$ cat src/rtl/aluPkg.sv
package aluPkg;

  typedef enum logic [3:0] {
    OP_ADD      = 4'b0000,
    OP_ADD_INC  = 4'b0001,
    OP_ADD_NOTB = 4'b0010,
    OP_PASS_A   = 4'b0011,
    OP_PASS_B   = 4'b0100,
    OP_INC_A    = 4'b0101,
    OP_XOR      = 4'b1000,
    OP_AND      = 4'b1001,
    OP_OR       = 4'b1010,
    OP_NOT_A    = 4'b1011
  } opCode_e;

  // what the second adder input carries
  typedef enum logic [1:0] {
    B_PLAIN  = 2'd0,
    B_INVERT = 2'd1,
    B_ZERO   = 2'd2
  } bSel_e;

  // which value goes into the result register
  typedef enum logic [2:0] {
    RES_SUM  = 3'd0,
    RES_XOR  = 3'd1,
    RES_AND  = 3'd2,
    RES_OR   = 3'd3,
    RES_NOTA = 3'd4,
    RES_ZERO = 3'd5
  } resSel_e;

  typedef struct packed {
    logic    zeroA;
    bSel_e   bSel;
    logic    carryIn;
    logic    keepCarry;
    resSel_e resSel;
  } aluStrobes_t;

endpackage

$ cat src/rtl/claAdder.sv
module claAdder #(
  parameter int WIDTH = 8
) (
  input  logic [WIDTH-1:0] a,
  input  logic [WIDTH-1:0] b,
  input  logic             cin,
  output logic [WIDTH-1:0] sum,
  output logic             cout
);

  logic [WIDTH-1:0] gen;
  logic [WIDTH-1:0] prop;
  logic [WIDTH:0]   carry;

  assign gen  = a & b;
  assign prop = a ^ b;

  // Carry into bit top+1, flattened into a sum of products over gen/prop/cin
  function automatic logic lookCarry(
    input logic [WIDTH-1:0] g,
    input logic [WIDTH-1:0] p,
    input logic             c0,
    input int               top
  );
    logic acc;
    logic chain;
    acc   = 1'b0;
    chain = 1'b1;
    for (int j = top; j >= 0; j--) begin
      acc   = acc | (chain & g[j]);
      chain = chain & p[j];
    end
    return acc | (chain & c0);
  endfunction

  assign carry[0] = cin;

  for (genvar i = 0; i < WIDTH; i++) begin : g_carry
    assign carry[i+1] = lookCarry(gen, prop, cin, i);
  end

  assign sum  = prop ^ carry[WIDTH-1:0];
  assign cout = carry[WIDTH];

endmodule

$ cat src/rtl/aluCtrl.sv
module aluCtrl
  import aluPkg::*;
#(
  parameter int OPW = 4
) (
  input  logic           clk,
  input  logic           rst,
  input  logic [OPW-1:0] opSel,
  output aluStrobes_t    strobes
);

  logic [OPW-1:0] opReg;

  always_ff @(posedge clk) begin
    if (rst) opReg <= '0;
    else     opReg <= opSel;
  end

  always_comb begin
    strobes.zeroA     = 1'b0;
    strobes.bSel      = B_ZERO;
    strobes.carryIn   = 1'b0;
    strobes.keepCarry = 1'b0;
    strobes.resSel    = RES_ZERO;
    case (opReg)
      OP_ADD: begin
        strobes.bSel      = B_PLAIN;
        strobes.keepCarry = 1'b1;
        strobes.resSel    = RES_SUM;
      end
      OP_ADD_INC: begin
        strobes.bSel      = B_PLAIN;
        strobes.carryIn   = 1'b1;
        strobes.keepCarry = 1'b1;
        strobes.resSel    = RES_SUM;
      end
      OP_ADD_NOTB: begin
        strobes.bSel      = B_INVERT;
        strobes.keepCarry = 1'b1;
        strobes.resSel    = RES_SUM;
      end
      OP_PASS_A: begin
        strobes.bSel   = B_ZERO;
        strobes.resSel = RES_SUM;
      end
      OP_PASS_B: begin
        strobes.zeroA  = 1'b1;
        strobes.bSel   = B_PLAIN;
        strobes.resSel = RES_SUM;
      end
      OP_INC_A: begin
        strobes.bSel      = B_ZERO;
        strobes.carryIn   = 1'b1;
        strobes.keepCarry = 1'b1;
        strobes.resSel    = RES_SUM;
      end
      OP_XOR:   strobes.resSel = RES_XOR;
      OP_AND:   strobes.resSel = RES_AND;
      OP_OR:    strobes.resSel = RES_OR;
      OP_NOT_A: strobes.resSel = RES_NOTA;
      default:  strobes.resSel = RES_ZERO;
    endcase
  end

endmodule

$ cat src/rtl/aluDatapath.sv
module aluDatapath
  import aluPkg::*;
#(
  parameter int WIDTH = 8
) (
  input  logic             clk,
  input  logic             rst,
  input  logic [WIDTH-1:0] aIn,
  input  logic [WIDTH-1:0] bIn,
  input  aluStrobes_t      strobes,
  output logic [WIDTH-1:0] yOut,
  output logic             carryOut
);

  logic [WIDTH-1:0] aReg, bReg;
  logic [WIDTH-1:0] addA, addB, addSum;
  logic             addCout;
  logic [WIDTH-1:0] nextY;

  always_ff @(posedge clk) begin
    if (rst) begin
      aReg <= '0;
      bReg <= '0;
    end else begin
      aReg <= aIn;
      bReg <= bIn;
    end
  end

  assign addA = strobes.zeroA ? '0 : aReg;

  always_comb begin
    case (strobes.bSel)
      B_PLAIN:  addB = bReg;
      B_INVERT: addB = ~bReg;
      default:  addB = '0;
    endcase
  end

  claAdder #(.WIDTH(WIDTH)) i_claAdder (
    .a   (addA),
    .b   (addB),
    .cin (strobes.carryIn),
    .sum (addSum),
    .cout(addCout)
  );

  always_comb begin
    case (strobes.resSel)
      RES_SUM:  nextY = addSum;
      RES_XOR:  nextY = aReg ^ bReg;
      RES_AND:  nextY = aReg & bReg;
      RES_OR:   nextY = aReg | bReg;
      RES_NOTA: nextY = ~aReg;
      default:  nextY = '0;
    endcase
  end

  always_ff @(posedge clk) begin
    if (rst) begin
      yOut     <= '0;
      carryOut <= 1'b0;
    end else begin
      yOut     <= nextY;
      carryOut <= strobes.keepCarry & addCout;
    end
  end

endmodule

$ cat src/rtl/regAlu.sv
module regAlu
  import aluPkg::*;
#(
  parameter int WIDTH = 8
) (
  input  logic             clk,
  input  logic             rst,
  input  logic [WIDTH-1:0] aIn,
  input  logic [WIDTH-1:0] bIn,
  input  logic [3:0]       opSel,
  output logic [WIDTH-1:0] yOut,
  output logic             carryOut
);

  aluStrobes_t strobes;

  aluCtrl #(.OPW(4)) i_aluCtrl (
    .clk    (clk),
    .rst    (rst),
    .opSel  (opSel),
    .strobes(strobes)
  );

  aluDatapath #(.WIDTH(WIDTH)) i_aluDatapath (
    .clk     (clk),
    .rst     (rst),
    .aIn     (aIn),
    .bIn     (bIn),
    .strobes (strobes),
    .yOut    (yOut),
    .carryOut(carryOut)
  );

endmodule

$ cat config.mk
export PLATFORM = sky130hd
export DESIGN_NAME = regAlu
export DESIGN_NICKNAME = d
export VERILOG_FILES = /design/src/rtl/aluPkg.sv /design/src/rtl/claAdder.sv /design/src/rtl/aluCtrl.sv /design/src/rtl/aluDatapath.sv /design/src/rtl/regAlu.sv
export SDC_FILE = /design/constraint.sdc
export NUM_CORES = 1
export LEC_CHECK = 0
export CAP_MARGIN = 25
export CELL_PAD_IN_SITES_DETAIL_PLACEMENT = 0
export CELL_PAD_IN_SITES_GLOBAL_PLACEMENT = 1
export CORE_ASPECT_RATIO = 1.25
export CORE_MARGIN = 4
export CORE_UTILIZATION = 45
export CTS_BUF_LIST = sky130_fd_sc_hd__clkbuf_4 sky130_fd_sc_hd__clkbuf_8
export DETAILED_ROUTE_END_ITERATION = 10
export DONT_BUFFER_PORTS = 1
export GPL_TIMING_DRIVEN = 0
export PLACE_DENSITY = 0.76
export SYNTH_ARGS = -nofsm -noshare
export SYNTH_HDL_FRONTEND = slang
export SYNTH_SLANG_ARGS = --single-unit
$ cat constraint.sdc
create_clock -name clk -period 2.8 [get_ports clk]
set_input_delay 0.28 -clock clk [delete_from_list [all_inputs] [get_ports clk]]
set_output_delay 0.28 -clock clk [all_outputs]
set_load 0.02 [all_outputs]
==> results of run 1 <==
cells in the final DEF (no fill, tap or decap), types with 3 or more instances in the layout:
master and count:
a211o_1 3, a21oi_1 11, a22oi_1 3, buf_4 20, clkbuf_8 5, dfxtp_1 25
dfxtp_2 3, ha_1 23, inv_1 22, mux2i_1 15, nand2_1 3, nor2_1 22
nor2b_1 20, nor3_1 3, nor4b_1 4, o21a_1 3, o21ai_0 4, o221a_2 3
o22ai_1 7, xnor2_1 5, xor2_1 3
cells by family (layout without fill, tap and decap cells):
kind of cell	count (synthesis)	in the layout	synth area share, %
AO/OA/AOI/OAI	47	47	17.4
XOR/XNOR	8	8	3.55
adder cells (fa/ha/maj)	24	24	15.6
buffers and inverters	36	63	7.48
flip-flops	29	29	29.4
multiplexers	16	16	8.74
AND/OR/NAND/NOR	63	63	17.8
what timing repair did:
| item | CTS | global route |
|---|---|---|
| setup buffers | 2 | 17 |
| endpoints found under the setup margin | 6 | 3 |
| gates cloned | 0 | 1 |
| pin swaps | 1 | 7 |
| gates resized for setup | 22 | 19 |
registers in the layout (all words and copies together), names as in the netlist:
register                cells
i_aluDatapath.carryOut      1
i_aluDatapath.yOut          8
i_aluDatapath.bReg          8
i_aluCtrl.opReg             4
i_aluDatapath.aReg          8
per-layer routing:
metal / wire length [µm] / share of wire (%) / up-vias / track usage, %
met2: 2420 / 52 / 28 / 32.0
met1: 2020 / 43 / 758 / 21.7
met3: 145 / 3.1 / 11 / 4.79
met5: 0 / 0 / - / 0
met4: 84 / 1.8 / 0 / 7.51
li1: - / - / 817 / -
worst paths after layout:
check	from	end	slack, ns	cells after the start
worst min register to register	i_aluDatapath.aReg[7]	i_aluDatapath.yOut[7]	0.71	3
worst max-delay path	i_aluCtrl.opReg[1]	i_aluDatapath.yOut[7]	0.13	13
worst min-delay path	rst	i_aluDatapath.bReg[5]	0.06	1
worst max register to register	i_aluCtrl.opReg[1]	i_aluDatapath.yOut[7]	0.13	13
final cells by class:
cell class / instances / share of cell area, %
clock inverter: 2 / 0.415
multi-input combinational: 158 / 53.3
inverter: 24 / 3.89
timing repair buffer: 20 / 6.12
buffer: 11 / 5.81
sequential: 29 / 24.4
tap: 56 / 2.90
clock buffer: 6 / 3.16
through the flow:
stage	TNS [ns]	setup slack [ns]	std cells	total power, mW	utilization, %
3_5_place_dp	-1.51	-0.439	279	0.710	49.2
2_1_floorplan	0	0.00190	223	0.664	-
4_1_cts	0	0.00434	289	1.07	53.7
5_1_grt	-0.000582	-0.000582	306	1.16	57.9
3_3_place_gp	-1.62	-0.447	279	0.706	49.2
6_report	0	0.129	306	1.09	57.9
power groups by stage:
stage	logic, mW	clock network, mW	registers [mW]
2_1_floorplan	0.180	0	0.484
3_3_place_gp	0.217	0	0.489
3_5_place_dp	0.220	0	0.490
4_1_cts	0.236	0.356	0.481
5_1_grt	0.293	0.382	0.488
6_report	0.262	0.345	0.483
==> results.json, run 1 <==
{
  "slew_headroom_pct": 60.7,
  "place_area_um2": 2050,
  "power.density_nw_per_um2": 452,
  "regArea_um2": 588,
  "multi_input_area_um2": 1290,
  "dpl.hpwl_um": 3240,
  "skew_ns": 0.00688,
  "cp-start-kind": "flop",
  "syn_to_final_growth_pct": 22.2,
  "clk_latency_ns": 0.29,
  "postSynthAreaPerCell_um2": 8.85,
  "cp_max_fo": 10,
  "synth_edf_count": 0,
  "rows": 26,
  "path_cells": "buf_8 -> buf_12 -> buf_8 -> mux2i_1 -> a22oi_1 -> nor2_1 -> ha_1 -> o21a_1 -> o21a_1 -> o22a_2 -> a221o_1 -> xnor2_1 -> o22ai_1",
  "synth_largest_area_cell": "dfxtp_1",
  "ant_nets": 0,
  "critPathMaxStageDelay_ns": 0.40,
  "end_kind": "flop",
  "setup_viol": 0,
  "synth_common_cells": "dfxtp_1, inv_1, ha_1, nor2_1, nor2b_1",
  "fillers": 413,
  "clk_pin_slew_worst_paths_ns": 0.07,
  "die_w_um": 67.2,
  "antenna_found_initial": 0,
  "vias": 1614,
  "outcome": "finished, final reports clean",
  "drtIter0Drc": 88,
  "numCtsBuffers": 5,
  "n_antenna_cell": 0,
  "wl_per_cell_um": 15.3,
  "async_flop_share_pct": 0,
  "totalWireLength_um": 4670,
  "layout.nets": 295,
  "grt_pass1_wl_um": 7560,
  "yosys_warnings": 0,
  "synthesis.area_um2": 1970,
  "pwr-share-comb_pct": 24.0,
  "critPathArrivalTime_ns": 2.84,
  "cap_violations": 0,
  "hold_buffers": 0,
  "hold_violations": 0,
  "grt_max_degree": 11,
  "tightest_slew_ns": 0.589,
  "yosysMostFrequentCell": "dfxtp_1",
  "port_buffers": 0,
  "ys_seq_elements": 29,
  "grt_pass1_vias": 1605,
  "routabilityCongestion": 0.835,
  "synth_cell_types": 42,
  "viasPerCell": 5.27,
  "hold_class": "input pin to flop",
  "grt_usage_pct": 18.6,
  "yosys.area.top_type_share_pct": 29.4,
  "synth_nets": 269,
  "firstDrtPassIters": 4,
  "die-area_um2": 5520,
  "seq_area_frac_synth_pct": 29.4,
  "cts_buffer_depth": 2,
  "drive_above_1_share_pct": 23.6,
  "cts_tree": "done",
  "fp.dieH_um": 82.1,
  "core_um2": 4160,
  "cp.buffers_inverters": 3,
  "slew_violations": 0,
  "stdcell_area_um2": 2410,
  "overflow": 0,
  "worstPathRequired_ns": 2.97,
  "p_int_uw": 757,
  "swShare_pct": 30.6,
  "netlist_instances": 223,
  "critical_path_class": "flop to flop",
  "critPathTopFamily": "compound AO/OA/AOI/OAI gates",
  "pwr-share-clk_pct": 31.6,
  "start_util_pct": 47.4,
  "fin_crit_sh_pct": 95.4,
  "io-pin-count": 31,
  "netlist_top_cells_area": "dfxtp_1, ha_1, mux2i_1, nor2b_1, inv_1",
  "cts_root_buffer": "clkbuf_8",
  "min_period_ns": 2.67,
  "synthFlopType": "dfxtp_1",
  "vdd_drop_max_mv": 0.328,
  "htreeDepth": 2,
  "critical-path-slowest-cell": "a221o_1",
  "hold_slack_ns": 0.0610,
  "leakage_nw": 1.09,
  "p_sw_uw": 334,
  "cts.sinks": 29,
  "p_seq_share_pct": 44.3,
  "drc_errors": 0,
  "fmax_mhz": 374
}
Note: power is estimated with default switching activity, not from simulation.
==> run 2: changes to the inputs <==
--- a/config.mk
+++ b/config.mk
@@ -8,7 +8,7 @@
 export CAP_MARGIN = 25
 export CELL_PAD_IN_SITES_DETAIL_PLACEMENT = 0
 export CELL_PAD_IN_SITES_GLOBAL_PLACEMENT = 1
-export CORE_ASPECT_RATIO = 1.25
+export CORE_ASPECT_RATIO = 1.2
 export CORE_MARGIN = 4
 export CORE_UTILIZATION = 45
 export CTS_BUF_LIST = sky130_fd_sc_hd__clkbuf_4 sky130_fd_sc_hd__clkbuf_8
@@ -18,4 +18,5 @@
 export PLACE_DENSITY = 0.76
 export SYNTH_ARGS = -nofsm -noshare
 export SYNTH_HDL_FRONTEND = slang
+export SYNTH_HIERARCHICAL = 1
 export SYNTH_SLANG_ARGS = --single-unit
==> run 2 against run 1 <==
  * Worst hold slack hardly changed
  * Clock-buffer cell count is the same
  * Critical endpoint is now i_aluDatapath/yOut[6]
  * First-iteration DRC count increased by 8.0%
  * Wire length down 2.7%
  * Sequential power hardly changed
  * Clock power fell by 3%
  * Sequential cell count did not move
  * Core utilization is 1.2 points lower
  * Largest power group unchanged
  * Sequential share of layout area is 0.24 points higher
==> results.json, run 2 <==
{
  "routabilityCongestion": 0.783,
  "syn_to_final_growth_pct": 22.6,
  "critPathMaxStageDelay_ns": 0.36,
  "layout.nets": 292,
  "power.total_mw": 1.09,
  "cp.buffers_inverters": 2,
  "reg_top3": "i_aluDatapath/aReg: 8 flops, i_aluDatapath/bReg: 8 flops, i_aluDatapath/yOut: 8 flops",
  "grt_max_degree": 14,
  "yosys.area.top_type_share_pct": 29.7,
  "htreeDepth": 2,
  "pwr-share-clk_pct": 30.6,
  "clk_pin_slew_worst_paths_ns": 0.06,
  "hold_class": "input pin to flop",
  "rows": 26,
  "core_um2": 4230,
  "tightest_slew_ns": 0.623,
  "die-area_um2": 5470,
  "rsz0062_at_grt": "true",
  "drtIter0Drc": 95,
  "ant_nets": 0,
  "overflow": 0,
  "hold_violations": 0,
  "path_cells": "nor4b_4 -> buf_4 -> buf_12 -> xnor2_2 -> nor2_1 -> ha_1 -> nand3_2 -> o211ai_1 -> o41ai_2 -> xnor2_1 -> mux2i_1 -> or3_1 -> a31oi_2",
  "wl_per_cell_um": 15.1,
  "critPathTopFamily": "simple AND/OR/NAND/NOR gates",
  "grt_pass1_wl_um": 6940,
  "p_sw_uw": 330,
  "p_int_uw": 761,
  "synth_largest_area_cell": "dfxtp_1",
  "synth_cell_types": 46,
  "yosysMostFrequentCell": "dfxtp_1",
  "critPathArrivalTime_ns": 2.95,
  "drive_above_1_share_pct": 26.9,
  "yosys_warnings": 6,
  "slew_headroom_pct": 58.3,
  "synth_edf_count": 0,
  "swShare_pct": 30.2,
  "numCtsBuffers": 5,
  "dpl.hpwl_um": 2930,
  "cts_buffer_depth": 2,
  "cp_max_fo": 5,
  "power.density_nw_per_um2": 455,
  "start_util_pct": 46.2,
  "grt_usage_pct": 17.5,
  "port_buffers": 0,
  "drc_errors": 0,
  "grt_pass1_vias": 1484,
  "p_seq_share_pct": 44.5,
  "firstDrtPassIters": 4,
  "vias": 1554,
  "die_w_um": 68.2,
  "antenna_found_initial": 0,
  "final_cell_mix": "dfxtp_1, ha_1, nor2b_1, nor2_1",
  "cp-start-kind": "flop",
  "end_kind": "flop",
  "ys_seq_elements": 29,
  "setup_viol": 0,
  "n_antenna_cell": 0,
  "cts_tree": "done",
  "outcome": "finished, final reports clean",
  "async_flop_share_pct": 0,
  "netlist_top_cells_area": "dfxtp_1, ha_1, nor2b_1, xnor2_1, nor2_1",
  "totalWireLength_um": 4540,
  "synthesis.area_um2": 1960,
  "fin_util_pct": 56.7,
  "viasPerCell": 5.16,
  "min_period_ns": 2.74,
  "skew_ns": 0.00665,
  "cap_violations": 0,
  "worstPathRequired_ns": 3.00,
  "leakage_nw": 1.04,
  "pwr-share-comb_pct": 24.9,
  "synth_nets": 268,
  "slew_violations": 0,
  "seq_area_frac_synth_pct": 29.7,
  "mostFrequentLayoutCell": "dfxtp_1",
  "cts.sinks": 29,
  "critical-path-slowest-cell": "dfxtp_4",
  "io-pin-count": 31,
  "netlist_instances": 220,
  "fp.dieH_um": 80.2,
  "synth_common_cells": "dfxtp_1, ha_1, nor2_1, nor2b_1, inv_1",
  "synthFlopType": "dfxtp_1",
  "fin_crit_sh_pct": 98.0,
  "cts_root_buffer": "clkbuf_8",
  "setup_tns_ns": 0,
  "critical_path_class": "flop to flop",
  "clk_latency_ns": 0.28,
  "vdd_drop_max_mv": 0.306,
  "postSynthAreaPerCell_um2": 8.89,
  "fmax_mhz": 365
}
run 2: cell count changes after synthesis, moves of 5 or more:
| cell | previous run | this run |
|---|---|---|
| nand2_1 | 4 | 9 |
| mux2i_1 | 15 | 1 |
| a21oi_1 | 13 | 4 |
| inv_1 | 24 | 17 |
| o211ai_1 | 1 | 7 |
| xnor2_1 | 5 | 11 |
| a31oi_1 | 2 | 8 |
| o22ai_1 | 7 | 0 |
run 2: timing repair:
item                       CTS  global route
pin swaps                   11            15
hold buffers                 0             0
setup buffers               16             3
setup endpoints to repair    3             4
resized for setup           14            17
run 2: cell type report:
type                    count  area, µm²
fillers                   402       1830
multi-input cells         162       1340
flip-flops and latches     29        591
repair buffers             19        175
clock buffers               6       76.3
well taps                  56       70.1
inverters                  18       67.6
plain buffers               9       65.1
clock inverters             2       10.0
run 2: path summary, 6_finish.rpt:
kind         cells past startpoint                    end  slack [ns]                  start
max                             13  i_aluDatapath/yOut[6]        0.06     i_aluCtrl/opReg[2]
min                              1     i_aluCtrl/opReg[2]        0.06                    rst
max reg2reg                     13  i_aluDatapath/yOut[6]        0.06     i_aluCtrl/opReg[2]
min reg2reg                      3  i_aluDatapath/yOut[0]        0.58  i_aluDatapath/aReg[0]
run 2: cell families after synthesis:
kind of cell             Yosys count  synth area share, %
AND/OR/NAND/NOR                   81                 24.6
AO/OA/AOI/OAI                     39                 14.3
buffers and inverters             29                 7.10
flip-flops                        29                 29.7
adder cells (fa/ha/maj)           26                 17.0
XOR/XNOR                          15                 6.72
multiplexers                       1                0.512
run 2: through the flow:
| stage | cell area, µm² | instances | worst slack, ns | hold slack (ns) |
|---|---|---|---|---|
| floorplan | 1960 | 220 | 0.0571 | 0.352 |
| global placement | 2030 | 276 | -0.333 | 0.353 |
| detailed placement | 2030 | 276 | -0.340 | 0.354 |
| CTS | 2300 | 299 | -0.0621 | 0.0500 |
| global route | 2400 | 301 | -0.141 | 0.0397 |
| finish | 2400 | 301 | 0.0566 | 0.0607 |
run 2: per-layer routing:
metal / wire length, µm / track usage [%]
met1: 1980 / 20.2
met2: 2230 / 30.1
met3: 261 / 5.17
met4: 72 / 5.96
met5: 0 / 0
run 2: power by group through the flow:
stage	sequential, mW	clock [mW]	combinational, mW
after global routing	0.489	0.373	0.301
final	0.485	0.334	0.272
after CTS	0.482	0.346	0.245
after global placement	0.491	0	0.216
after detailed placement	0.491	0	0.219
after floorplan	0.486	0	0.179
